==> src/rtl/bx_pkg.sv <==
package bx_pkg;
  localparam int unsigned NUM_LANES = 2;

  typedef struct packed {
    logic a;
    logic b1;
    logic b2;
  } bx_oe_t;
endpackage

==> src/rtl/bx_lane_reg.sv <==
module bx_lane_reg #(
  parameter int unsigned W = 12
) (
  input  logic         clk,
  input  logic         rst,
  input  logic         ld_n,
  input  logic [W-1:0] d,
  output logic [W-1:0] q
);
  always_ff @(posedge clk) begin
    if (rst)        q <= '0;
    else if (!ld_n) q <= d;
  end


  lane_load_chk: assert property (@(posedge clk) disable iff (rst)
    !ld_n |=> q == $past(d));


  lane_hold_chk: assert property (@(posedge clk) disable iff (rst)
    ld_n |=> $stable(q));


  lane_clear_chk: assert property (@(posedge clk)
    rst |=> q == '0);
endmodule

==> src/rtl/bx_return_reg.sv <==
module bx_return_reg #(
  parameter int unsigned W = 12
) (
  input  logic         clk,
  input  logic         rst,
  input  logic         sel,
  input  logic [W-1:0] b1,
  input  logic [W-1:0] b2,
  output logic [W-1:0] q
);
  logic sel_q;

  always_ff @(posedge clk) begin
    if (rst) begin
      sel_q <= 1'b1;
      q     <= '0;
    end else begin
      sel_q <= sel;
      q     <= sel_q ? b1 : b2;
    end
  end


  ret_pick_b1_chk: assert property (@(posedge clk) disable iff (rst)
    sel_q |=> q == $past(b1));


  ret_pick_b2_chk: assert property (@(posedge clk) disable iff (rst)
    !sel_q |=> q == $past(b2));


  ret_sel_reset_chk: assert property (@(posedge clk)
    rst |=> sel_q && q == '0);
endmodule

==> src/rtl/bx_oe_ctrl.sv <==
module bx_oe_ctrl
  import bx_pkg::*;
(
  input  logic   clk,
  input  logic   rst,
  input  bx_oe_t req_n,
  output bx_oe_t drv
);
  bx_oe_t req_q;

  always_ff @(posedge clk) begin
    if (rst) req_q <= '{a: 1'b1, b1: 1'b1, b2: 1'b1};
    else     req_q <= req_n;
  end

  assign drv = ~req_q;


  oe_follow_chk: assert property (@(posedge clk) disable iff (rst)
    1'b1 |=> drv == ~$past(req_n));


  oe_reset_chk: assert property (@(posedge clk)
    rst |=> !drv.a && !drv.b1 && !drv.b2);
endmodule

==> src/rtl/bx_exchanger.sv <==
module bx_exchanger
  import bx_pkg::*;
#(
  parameter int unsigned W = 12
) (
  input  logic         clk,
  input  logic         rst,
  input  logic [W-1:0] a_in,
  output logic [W-1:0] a_out,
  output logic         a_drv,
  input  logic [W-1:0] b1_in,
  output logic [W-1:0] b1_out,
  output logic         b1_drv,
  input  logic [W-1:0] b2_in,
  output logic [W-1:0] b2_out,
  output logic         b2_drv,
  input  logic         cap1_n,
  input  logic         cap2_n,
  input  logic         sel,
  input  logic         oea_n,
  input  logic         oeb1_n,
  input  logic         oeb2_n
);
  localparam int unsigned PAIR_W = NUM_LANES * W;

  logic [NUM_LANES-1:0] cap_n;
  logic [W-1:0]         lane_q [NUM_LANES];
  bx_oe_t               oe_req_n;
  bx_oe_t               oe_drv;

  assign cap_n = {cap2_n, cap1_n};

  for (genvar g = 0; g < NUM_LANES; g++) begin : g_lane
    bx_lane_reg #(.W(W)) u_lane (
      .clk  (clk),
      .rst  (rst),
      .ld_n (cap_n[g]),
      .d    (a_in),
      .q    (lane_q[g])
    );
  end

  assign b1_out = lane_q[0];
  assign b2_out = lane_q[1];

  bx_return_reg #(.W(W)) u_ret (
    .clk (clk),
    .rst (rst),
    .sel (sel),
    .b1  (b1_in),
    .b2  (b2_in),
    .q   (a_out)
  );

  assign oe_req_n = '{a: oea_n, b1: oeb1_n, b2: oeb2_n};

  bx_oe_ctrl u_oe (
    .clk   (clk),
    .rst   (rst),
    .req_n (oe_req_n),
    .drv   (oe_drv)
  );

  assign a_drv  = oe_drv.a;
  assign b1_drv = oe_drv.b1;
  assign b2_drv = oe_drv.b2;


  pair_build_chk: assert property (@(posedge clk) disable iff (rst)
    (!cap1_n && cap2_n) ##1 (!cap2_n && cap1_n) |=>
      PAIR_W'({b1_out, b2_out}) == PAIR_W'({$past(a_in, 2), $past(a_in)}));
endmodule

==> config.mk <==
export PLATFORM = sky130hd
export DESIGN_NAME = bx_exchanger
export DESIGN_NICKNAME = d
export VERILOG_FILES = /design/src/rtl/bx_pkg.sv /design/src/rtl/bx_lane_reg.sv /design/src/rtl/bx_return_reg.sv /design/src/rtl/bx_oe_ctrl.sv /design/src/rtl/bx_exchanger.sv
export SDC_FILE = /design/constraint.sdc
export NUM_CORES = 1
export LEC_CHECK = 0
export ABC_AREA = 1
export CORE_UTILIZATION = 40
export CTS_CLUSTER_SIZE = 8
export DETAILED_ROUTE_END_ITERATION = 8
export PLACE_DENSITY = 0.78
export SYNTH_ARGS = -nofsm -noshare
export SYNTH_HDL_FRONTEND = slang
export SYNTH_SLANG_ARGS = --single-unit
==> constraint.sdc <==
create_clock -name clk -period 1.55 [get_ports clk]
set_clock_uncertainty 0.2 [all_clocks]
set_input_delay 0.31 -clock clk [delete_from_list [all_inputs] [get_ports clk]]
set_output_delay 0.31 -clock clk [all_outputs]
set_load 0.02 [all_outputs]
Yosys cells after proc, flatten, opt, wreduce, memory -nomap -nowiden
Cells that the tools add are included.
Cells by class
  bitwise logic cells: 1
  mux-type cells: 1
Operator list (number)
  two-way mux 12 bit: 1
  inverter 3 bit: 1
Storage, ports and cells
  output and inout port bits: 39
  bits of input ports: 44
  bits in registers: 40

Logic depth before layout (Yosys ltp)
Gate-level depths: netlist of the first run.
  depth in word-level cells: 1
  gate-level depth with buffers: 4
  mapped depth without buffers: 4

By module
Synthesis of the first run repeated with hierarchy kept, for this count alone.
Unflattened totals
  cells, all modules: 243
  area, all modules: 1616.6 sq um
By module, submodules not included
  bx_lane_reg: sequential area each 240.2 sq um, cells an instance 76, times used 2, area each 496.7 sq um
  bx_return_reg: sequential area each 260.2 sq um, cells an instance 78, times used 1, area each 523.0 sq um
  bx_oe_ctrl: sequential area each 60.1 sq um, cells an instance 13, times used 1, area each 100.1 sq um

Worst setup path after synthesis of the first run
Ideal clock, no wire load.
  kind: flip-flop to flip-flop
  start point: register u_ret.sel_q
  end point: register u_ret.q[10]
  path buffers: 1
  library setup time: 0.113 ns
  data arrival time: 0.669 ns
  slack: 0.569 ns
  stages on the path, launching flop included: 5
  path through: dfxtp_1 -> buf_6 -> nand2_1 -> nand2_1 -> nor2_1
Between the ends
  longest elaborated chain between the ends: 1
RTL lines
  start, declared: line bx_return_reg.sv:11  | logic sel_q;
  start signal, assigned: line bx_return_reg.sv:18  | sel_q <= sel;
  two-way mux 12 bit: line bx_return_reg.sv:19  | q <= sel_q ? b1 : b2;
  end signal, assigned: line bx_return_reg.sv:19
  end, declared: line bx_return_reg.sv:9  | output logic [W-1:0] q
Every way passes these cells.
A chain may end at the register's enable or synchronous reset.

Final worst setup path of the first run
  start point: register g_lane[1].u_lane.q[7]
  end point: output b2_out[7]
RTL lines
  start, declared: line bx_lane_reg.sv:8  | output logic [W-1:0] q
  start signal, assigned: line bx_lane_reg.sv:11  | if (rst) q <= '0;
  start signal, assigned: line bx_lane_reg.sv:12  | else if (!ld_n) q <= d;
  end, declared: line bx_exchanger.sv:15  | output logic [W-1:0] b2_out,
No word-level cell between the ends.

==> flow_summary.json, run 1 <==
{
  "outcome": "completed",
  "seqPwrFrac": 0.464,
  "grt_max_degree": 37,
  "cts-buffers-inserted": 5,
  "antenna_found_initial": 0,
  "power_density_nw_per_um2": 960,
  "cts_resized": 39,
  "path_clk_slew_ns": 0.07,
  "place_ws_ns": -0.171,
  "hold_class": "reg2reg",
  "portBuffers": 82,
  "die_h_um": 65.9,
  "vdd_drop_max_v": 0.000675,
  "post_cts_buffers": 0,
  "grt_pass1_vias": 1371,
  "tritoncts": "yes",
  "netSwitchingFraction": 0.255,
  "leakage_nw": 1.38,
  "dr.pass1.iters": 4,
  "yosys.area.top_type": "dfxtp_1",
  "max_slew_margin": 0.613,
  "cp_max_fo": 2,
  "hold_buffers": 0,
  "cp_top_family": "flip-flops",
  "setup_tns_ns": 0,
  "synth_nets": 281,
  "start_util": 0.430,
  "dpl.hpwl_um": 2690,
  "h-tree-depth": 2,
  "cap_viol_max_count": 0,
  "synth_cell_types": 8,
  "drive_above_1_share": 0.0683,
  "antenna_cells": 0,
  "synth_seq_area_share": 0.490,
  "drtIter0Drc": 62,
  "yosysWarnings": 0,
  "place.gp.congestion": 0.762,
  "arrival_ns": 0.97,
  "num_vias": 1497,
  "grt_usage": 0.183,
  "yosys-top-cells-area": "dfxtp_1 49%, nand2_1 17%, nor2_1 15%",
  "most-common-layout-cells": "72 x nand2_1, 66 x nor2_1, 43 x clkdlybuf4s50_1",
  "wl_per_cell_um": 9.89,
  "yosysTopAreaCellShare": 0.490,
  "hold_slack_ns": 0.307,
  "finalCritPeriodShare": 0.957,
  "avgSynthCellArea_um2": 6.89,
  "critPathKind": "reg2out",
  "pwr-share-clk": 0.340,
  "dieArea_um2": 4340,
  "worst_slack_ns": 0.0671,
  "drtAntennaViolNets": 0,
  "critical_path.max_stage_delay_ns": 0.35,
  "cts-root-buf": "clkbuf_8",
  "r2r_start": "u_ret.sel_q",
  "worstSetupStartpointType": "flop",
  "synthCells": 237,
  "drc": 0,
  "clk_path_buf_depth": 2,
  "min-delay-start": "g_lane[1].u_lane.q[3]",
  "timing.fmax_ghz": 0.674,
  "final_common_cell": "nand2_1",
  "die_w_um": 65.9,
  "worstPathRequired_ns": 1.04,
  "min_period_ns": 1.48,
  "clock-sinks": 40,
  "ios": 83,
  "synth-seq-cells": 40,
  "cp_num_buf_inv": 1,
  "num-nets-final": 365,
  "grt_setup_unrepaired": "no",
  "setup_viol": 0,
  "switchingPower_w": 0.000618,
  "crit_path_start": "g_lane[1].u_lane.q[7]",
  "worstMarginPinSlew_ns": 0.580,
  "nFillCells": 345,
  "grt_pass1_wl_um": 5930,
  "finalMaxSlewViolations": 0,
  "floorplan.core_area_um2": 3800,
  "internal_power_w": 0.00181,
  "insertion_delay_ns": 0.29,
  "grt-ovfl-total": 0,
  "netlist_area_um2": 1630,
  "via_per_inst": 4.05,
  "fp-row-count": 22,
  "wirelength_um": 3660,
  "combPwrFrac": 0.196,
  "crit_slowest_cell": "dfxtp_1",
  "crit_path_end_kind": "output port",
  "final-hold-violation-count": 0,
  "crit_chain": "dlygate4sd2_1",
  "area_growth_pct": 54.7
}
==> final timing paths <==
kind / end / slack, ns / depth (start not counted)
worst min-delay path: g_lane[1].u_lane.q[3] / 0.31 / 4
worst min register to register: g_lane[1].u_lane.q[3] / 0.31 / 4
worst max register to register: u_ret.q[0] / 0.51 / 4
worst max-delay path: b2_out[7] / 0.07 / 1
==> cell families (layout without fill, tap and decap cells) <==
| kind of cell | Yosys count | count (layout) | synth area share |
|---|---|---|---|
| flip-flops | 40 | 40 | 0.490 |
| buffers and inverters | 49 | 134 | 0.154 |
| AND/OR/NAND/NOR | 148 | 148 | 0.356 |
==> per-layer routing <==
metal | up-vias | global-route usage | wire length [um]
met5 | - | 0 | 0
met4 | 0 | 0.0815 | 72
met3 | 7 | 0.0448 | 189
met2 | 39 | 0.330 | 1830
met1 | 617 | 0.200 | 1570
li1 | 834 | - | -
==> registers in the layout, summed over array words and instances, names as in the netlist <==
signal	cells
u_ret.q	12
g_lane.u_lane.q	24
u_oe.req_q	3
u_ret.sel_q	1
==> stage by stage <==
| step | util | total power (W) | cells | instance area (um^2) |
|---|---|---|---|---|
| final | 0.665 | 0.00243 | 370 | 2530 |
| after CTS | 0.665 | 0.00245 | 370 | 2530 |
| after global placement | 0.650 | 0.00167 | 362 | 2470 |
| after global routing | 0.665 | 0.00255 | 370 | 2530 |
| after floorplan | - | 0.00141 | 237 | 1630 |
| after detailed placement | 0.650 | 0.00168 | 362 | 2470 |
==> power groups by stage <==
stage | sequential (W) | combinational [W] | clock (W)
2_1_floorplan | 0.00123 | 0.000172 | 0
3_3_place_gp | 0.00115 | 0.000522 | 0
3_5_place_dp | 0.00115 | 0.000527 | 0
4_1_cts | 0.00113 | 0.000482 | 0.000846
5_1_grt | 0.00113 | 0.000526 | 0.000888
6_report | 0.00112 | 0.000476 | 0.000824
==> synthesized netlist by cell type, drive strengths merged <==
cell    n
buf     9
inv    40
nand2  72
or2     4
nor2   72
dfxtp  40
==> area by class of cell <==
type                            count  area (um^2)  area share
Timing Repair Buffer               86          827       0.327
Sequential cell                    40          801       0.317
Multi-Input combinational cell    148          581       0.230
Inverter                           40          150      0.0594
Clock buffer                        6         72.6      0.0287
Tap cell                           48         60.1      0.0238
Clock inverter                      2         35.0      0.0139
(Power assumes the default switching activity.)
==> run 2: changes to the inputs <==
--- a/config.mk
+++ b/config.mk
@@ -6,10 +6,10 @@
 export NUM_CORES = 1
 export LEC_CHECK = 0
 export ABC_AREA = 1
-export CORE_UTILIZATION = 40
+export CORE_UTILIZATION = 39
 export CTS_CLUSTER_SIZE = 8
 export DETAILED_ROUTE_END_ITERATION = 8
-export PLACE_DENSITY = 0.78
+export PLACE_DENSITY = 0.77
 export SYNTH_ARGS = -nofsm -noshare
 export SYNTH_HDL_FRONTEND = slang
 export SYNTH_SLANG_ARGS = --single-unit
==> constraint.sdc (replaced) <==
create_clock -name clk -period 1.44 [get_ports clk]
set_clock_uncertainty 0.2 [all_clocks]
set_input_delay 0.432 -clock clk [delete_from_list [all_inputs] [get_ports clk]]
set_output_delay 0.432 -clock clk [all_outputs]
set_load 0.02 [all_outputs]
==> run 2 against run 1 <==
Net effect:
- utilization decreased by 5.7 points
- non-clock buffer count grew 1
- register-to-register slack got worse by 0.14 ns
- wire length grew 0.77%
- hold slack worse by 0.0038 ns
==> flow_summary.json, run 2 (synthesis gave the netlist of run 1 again) <==
{
  "cts-root-buf": "clkbuf_8",
  "wl_per_cell_um": 9.88,
  "outcome": "completed",
  "worstMarginPinSlew_ns": 0.219,
  "drtAntennaViolNets": 0,
  "most-common-layout-cells": "72 x nand2_1, 66 x nor2_1, 43 x clkdlybuf4s50_1",
  "area_growth_pct": 48.9,
  "critPathKind": "reg2out",
  "top_layer_used": "met4",
  "critical_path.max_stage_delay_ns": 0.33,
  "nFillCells": 388,
  "portBuffers": 82,
  "final_common_cell": "nand2_1",
  "hold_slack_ns": 0.303,
  "grt_usage": 0.181,
  "die_h_um": 66.7,
  "antenna_found_initial": 0,
  "finalMaxSlewViolations": 0,
  "grt_pass1_vias": 1351,
  "fp-row-count": 23,
  "met1_length_um": 1670,
  "die_w_um": 66.7,
  "path_clk_slew_ns": 0.07,
  "wirelength_um": 3690,
  "worstPathRequired_ns": 0.81,
  "place_ws_ns": -0.202,
  "post_cts_buffers": 0,
  "start_util": 0.408,
  "stdcell_area_um2": 2430,
  "hold_buffers": 0,
  "cts_resized": 156,
  "leakage_nw": 1.31,
  "grt_pass1_wl_um": 6000,
  "finalCritPeriodShare": 0.979,
  "place.gp.congestion": 0.753,
  "grt-ovfl-total": 0,
  "h-tree-depth": 2,
  "power_density_nw_per_um2": 1020,
  "drive_above_1_share": 0.192,
  "cp_max_fo": 2,
  "cp_num_buf_inv": 1,
  "num_vias": 1528,
  "worstSetupStartpointType": "flop",
  "grt_max_degree": 25,
  "crit_chain": "buf_2",
  "clk_path_buf_depth": 2,
  "antenna_cells": 0,
  "postPlaceCellArea_um2": 2500,
  "dpl.hpwl_um": 2770,
  "largest_register_ffs": 24,
  "cts-buffers-inserted": 5,
  "wl_met2_um": 1760,
  "timing.fmax_ghz": 0.709,
  "wl_met3_um": 198,
  "dr.pass1.iters": 4,
  "reg.largest.list": "g_lane.u_lane.q (24), u_ret.q (12), u_oe.req_q (3)",
  "final-hold-violation-count": 0,
  "vdd_drop_max_v": 0.000548,
  "clock-sinks": 40,
  "floorplan.core_area_um2": 4000,
  "cp_top_family": "flip-flops",
  "min_period_ns": 1.41,
  "via_per_inst": 4.10,
  "crit_slowest_cell": "dfxtp_1",
  "ios": 83,
  "max_slew_margin": 0.854,
  "top_register": "g_lane.u_lane.q",
  "drtIter0Drc": 61,
  "hold_class": "reg2reg",
  "insertion_delay_ns": 0.28,
  "drc": 0,
  "arrival_ns": 0.78,
  "worst_slack_ns": 0.0296,
  "dieArea_um2": 4450,
  "setup_viol": 0,
  "cap_viol_max_count": 0,
  "tritoncts": "yes",
  "grt_setup_unrepaired": "no",
  "crit_path_end_kind": "output port",
  "num-nets-final": 366
}
## run 2: path summary, 6_finish.rpt
check	start	endpoint	slack, ns	cells past startpoint
hold / removal	g_lane[1].u_lane.q[3]	g_lane[1].u_lane.q[3]	0.30	4
hold reg to reg	g_lane[1].u_lane.q[3]	g_lane[1].u_lane.q[3]	0.30	4
setup / recovery	g_lane[0].u_lane.q[8]	b1_out[8]	0.03	1
setup reg to reg	u_ret.sel_q	u_ret.q[1]	0.37	4
## run 2: report_power, final
part	switching [W]	internal (W)
logic	0.000269	0.000253
registers	0.0000273	0.00118
clock network	0.000351	0.000391
total	0.000648	0.00183
## run 2: final cells by class
| type | instances | area [um^2] | share of cell area |
|---|---|---|---|
| Clock buffer | 8 | 90.1 | 0.0371 |
| Sequential cell | 40 | 802 | 0.330 |
| Timing Repair Buffer | 87 | 746 | 0.307 |
| Tap cell | 50 | 62.6 | 0.0257 |
| Inverter | 40 | 150 | 0.0618 |
| Multi-Input combinational cell | 148 | 581 | 0.239 |
## run 2: through the flow
| step | utilization | setup TNS, ns | total power (W) | cells |
|---|---|---|---|---|
| 3_5_place_dp | 0.626 | -10.93 | 0.00182 | 365 |
| 4_1_cts | 0.599 | 0 | 0.00250 | 373 |
| 5_1_grt | 0.608 | 0 | 0.00261 | 373 |
| 3_3_place_gp | 0.626 | -10.41 | 0.00181 | 365 |
| 2_1_floorplan | - | 0 | 0.00151 | 237 |
| 6_report | 0.608 | 0 | 0.00247 | 373 |
## run 2: layer usage
layer / GRT usage / vias to the layer above
li1: - / 836
met1: 0.222 / 645
met2: 0.292 / 41
met3: 0.0479 / 6
met4: 0.0824 / 0
met5: 0 / -
==> run 3: changes to the inputs <==
--- a/config.mk
+++ b/config.mk
@@ -5,11 +5,13 @@
 export SDC_FILE = /design/constraint.sdc
 export NUM_CORES = 1
 export LEC_CHECK = 0
-export ABC_AREA = 1
-export CORE_UTILIZATION = 39
+export ABC_AREA = 0
+export CELL_PAD_IN_SITES_DETAIL_PLACEMENT = 1
+export CELL_PAD_IN_SITES_GLOBAL_PLACEMENT = 1
+export CORE_UTILIZATION = 26
 export CTS_CLUSTER_SIZE = 8
 export DETAILED_ROUTE_END_ITERATION = 8
-export PLACE_DENSITY = 0.77
+export PLACE_DENSITY = 0.75
 export SYNTH_ARGS = -nofsm -noshare
 export SYNTH_HDL_FRONTEND = slang
 export SYNTH_SLANG_ARGS = --single-unit
==> run 3 against run 2 <==
Net effect:
- synthesized cell count is 47% lower
- critical path type is now in2reg
- global-route usage is 5.9 points lower
- clock-buffer cell count is 2 lower
- critical endpoint is now g_lane[1].u_lane.q[8]
- maximum frequency is 0.54% lower
- largest cell class unchanged
- die area is 26% higher
- largest power group unchanged
- critical path depth is 3 higher
- power is 2.5% higher
==> flow_summary.json, run 3 <==
{
  "outcome": "completed",
  "via_per_inst": 4.13,
  "timing.fmax_ghz": 0.705,
  "internal_power_w": 0.00194,
  "r2r_start": "u_ret.sel_q",
  "avgSynthCellArea_um2": 11.0,
  "worstMarginPinSlew_ns": 0.267,
  "worstSetupStartpointType": "input port",
  "critPathKind": "in2reg",
  "drtIter0Drc": 35,
  "drtAntennaViolNets": 0,
  "grt_pass1_wl_um": 5060,
  "synthMuxAreaShare": 0.260,
  "cp_max_fo": 12,
  "vdd_drop_max_v": 0.000492,
  "clk_path_buf_depth": 2,
  "grt-ovfl-total": 0,
  "hold_buffers": 0,
  "synth_cell_types": 8,
  "yosys.area.top_type": "dfxtp_1",
  "max_slew_margin": 0.822,
  "final_cells": 286,
  "final_common_cell": "clkdlybuf4s50_1",
  "dieArea_um2": 5620,
  "area_growth_pct": 67.5,
  "postPlaceCellArea_um2": 2320,
  "hold_class": "reg2reg",
  "yosys-top-cells-area": "dfxtp_1 58%, mux2i_1 26%, nor2_1 9.8%",
  "grt_pass1_vias": 1118,
  "switchingPower_w": 0.000595,
  "dpl.hpwl_um": 2550,
  "wirelength_um": 3300,
  "yosys.area_share.adder": 0,
  "cap_viol_max_count": 0,
  "grt_setup_unrepaired": "yes",
  "synthMostInstantiatedCell": "dfxtp_1",
  "leakage_nw": 1.15,
  "clock-sinks": 40,
  "synth-simple-area-share": 0.116,
  "largest_register_ffs": 24,
  "rrSetupSlack_ns": 0.33,
  "synth_nets": 170,
  "tritoncts": "yes",
  "floorplan.core_area_um2": 5110,
  "power_w": 0.00254,
  "pwr-share-clk": 0.346,
  "path_clk_slew_ns": 0.07,
  "antenna_cells": 0,
  "grt_max_degree": 14,
  "insertion_delay_ns": 0.28,
  "portBuffers": 82,
  "power_density_nw_per_um2": 1090,
  "drc": 0,
  "async_reset_ff_frac": 0,
  "yosysWarnings": 0,
  "yosysTopAreaCellShare": 0.579,
  "cts-root-buf": "clkbuf_8",
  "netlist_area_um2": 1380,
  "synth_edf_count": 0,
  "dr.pass1.iters": 2,
  "worstPathRequired_ns": 1.41,
  "num_vias": 1181,
  "top_register": "g_lane.u_lane.q",
  "synth_seq_area_share": 0.579,
  "final-hold-violation-count": 0,
  "netSwitchingFraction": 0.235,
  "stdcell_area_um2": 2320,
  "num-nets-final": 259,
  "h-tree-depth": 2,
  "place.gp.congestion": 0.618,
  "crit_path_end_kind": "flop",
  "synth_top_family_by_area": "multiplexers",
  "arrival_ns": 1.39,
  "crit_path_start": "cap2_n",
  "synth-seq-cells": 40,
  "seqPwrFrac": 0.474,
  "ios": 83,
  "reg.largest.list": "g_lane.u_lane.q (24), u_ret.q (12), u_oe.req_q (3)",
  "finalCritPeriodShare": 0.985,
  "grt_usage": 0.122,
  "synth_flop_cell": "dfxtp_1",
  "combPwrFrac": 0.180,
  "min_period_ns": 1.42,
  "drive_above_1_share": 0.315,
  "finalMaxSlewViolations": 0,
  "synth_common_cells": "40 x dfxtp_1, 36 x mux2i_1, 36 x nor2_1",
  "cts-buffers-inserted": 5,
  "synthCells": 126,
  "wl_per_cell_um": 11.5,
  "min-delay-start": "g_lane[1].u_lane.q[1]",
  "start_util": 0.271,
  "die_h_um": 75.0,
  "most-common-layout-cells": "42 x clkdlybuf4s50_1, 36 x mux2i_1, 36 x nor2_1",
  "place_inst": 278,
  "antenna_found_initial": 0,
  "setup_viol": 0,
  "synth_xor_xnor_area_share": 0,
  "synth_compound_area_frac": 0,
  "fp-row-count": 26,
  "die_w_um": 75.0
}
[run 3: changes by cell type after synthesis]
cell      change
buf_6         -6
nand2_1      -72
nor2_2        -6
inv_1        -36
clkbuf_1      +2
buf_2         +2
mux2i_1      +36
nor2_1       -30
inv_2         -1
[run 3: power by group through the flow]
| stage | Combinational (W) | Clock, W | Sequential, W |
|---|---|---|---|
| 4_1_cts | 0.000444 | 0.000917 | 0.00120 |
| 3_3_place_gp | 0.000495 | 0 | 0.00123 |
| 5_1_grt | 0.000497 | 0.000969 | 0.00121 |
| 6_report | 0.000457 | 0.000877 | 0.00120 |
| 3_5_place_dp | 0.000501 | 0 | 0.00123 |
| 2_1_floorplan | 0.000133 | 0 | 0.00130 |
[run 3: critical path: stages]
cell and delay [ns]:
clkdlybuf4s50_1 0.52, buf_12 0.16, mux2i_1 0.21, nor2_1 0.06
[run 3: layout make-up]
cell class / count / area (um^2)
Fill cell: 591 / 2790
Sequential cell: 40 / 815
Timing Repair Buffer: 89 / 776
Multi-Input combinational cell: 76 / 520
Tap cell: 70 / 87.6
Clock buffer: 6 / 72.6
Clock inverter: 2 / 35.0
Inverter: 3 / 11.3
[run 3: final timing paths]
kind	cells after the start	to
worst max-delay path	4	g_lane[1].u_lane.q[8]
worst min-delay path	2	g_lane[1].u_lane.q[1]
worst max register to register	3	u_ret.q[7]
worst min register to register	2	g_lane[1].u_lane.q[1]
[run 3: metrics by stage]
stage / setup slack, ns / setup TNS (ns) / util / hold WS [ns]
after global routing: -0.0131 / -0.0153 / 0.454 / 0.317
after global placement: -0.261 / -13.40 / 0.454 / 0.276
final: 0.0219 / 0 / 0.454 / 0.291
after CTS: 0.00155 / 0 / 0.438 / 0.301
after floorplan: 0.266 / 0 / - / 0.336
after detailed placement: -0.271 / -13.16 / 0.454 / 0.284
[run 3: kinds of logic after synthesis]
logic type / Yosys count
DFF: 40
and+or+nand+nor: 40
muxes: 36
buffers and inverters: 10
[run 3: timing repair]
action	CTS	global route
buffers inserted	0	0
setup endpoints to repair	39	32
gates resized for setup	159	36
[run 3: per-layer routing]
| layer | vias to the layer above | share of wire | routed length, um | GRT usage |
|---|---|---|---|---|
| li1 | 586 | - | - | - |
| met1 | 544 | 0.38 | 1260 | 0.135 |
| met2 | 47 | 0.50 | 1660 | 0.203 |
| met3 | 4 | 0.10 | 336 | 0.0602 |
| met4 | 0 | 0.012 | 38 | 0.0440 |
| met5 | - | 0 | 0 | 0 |
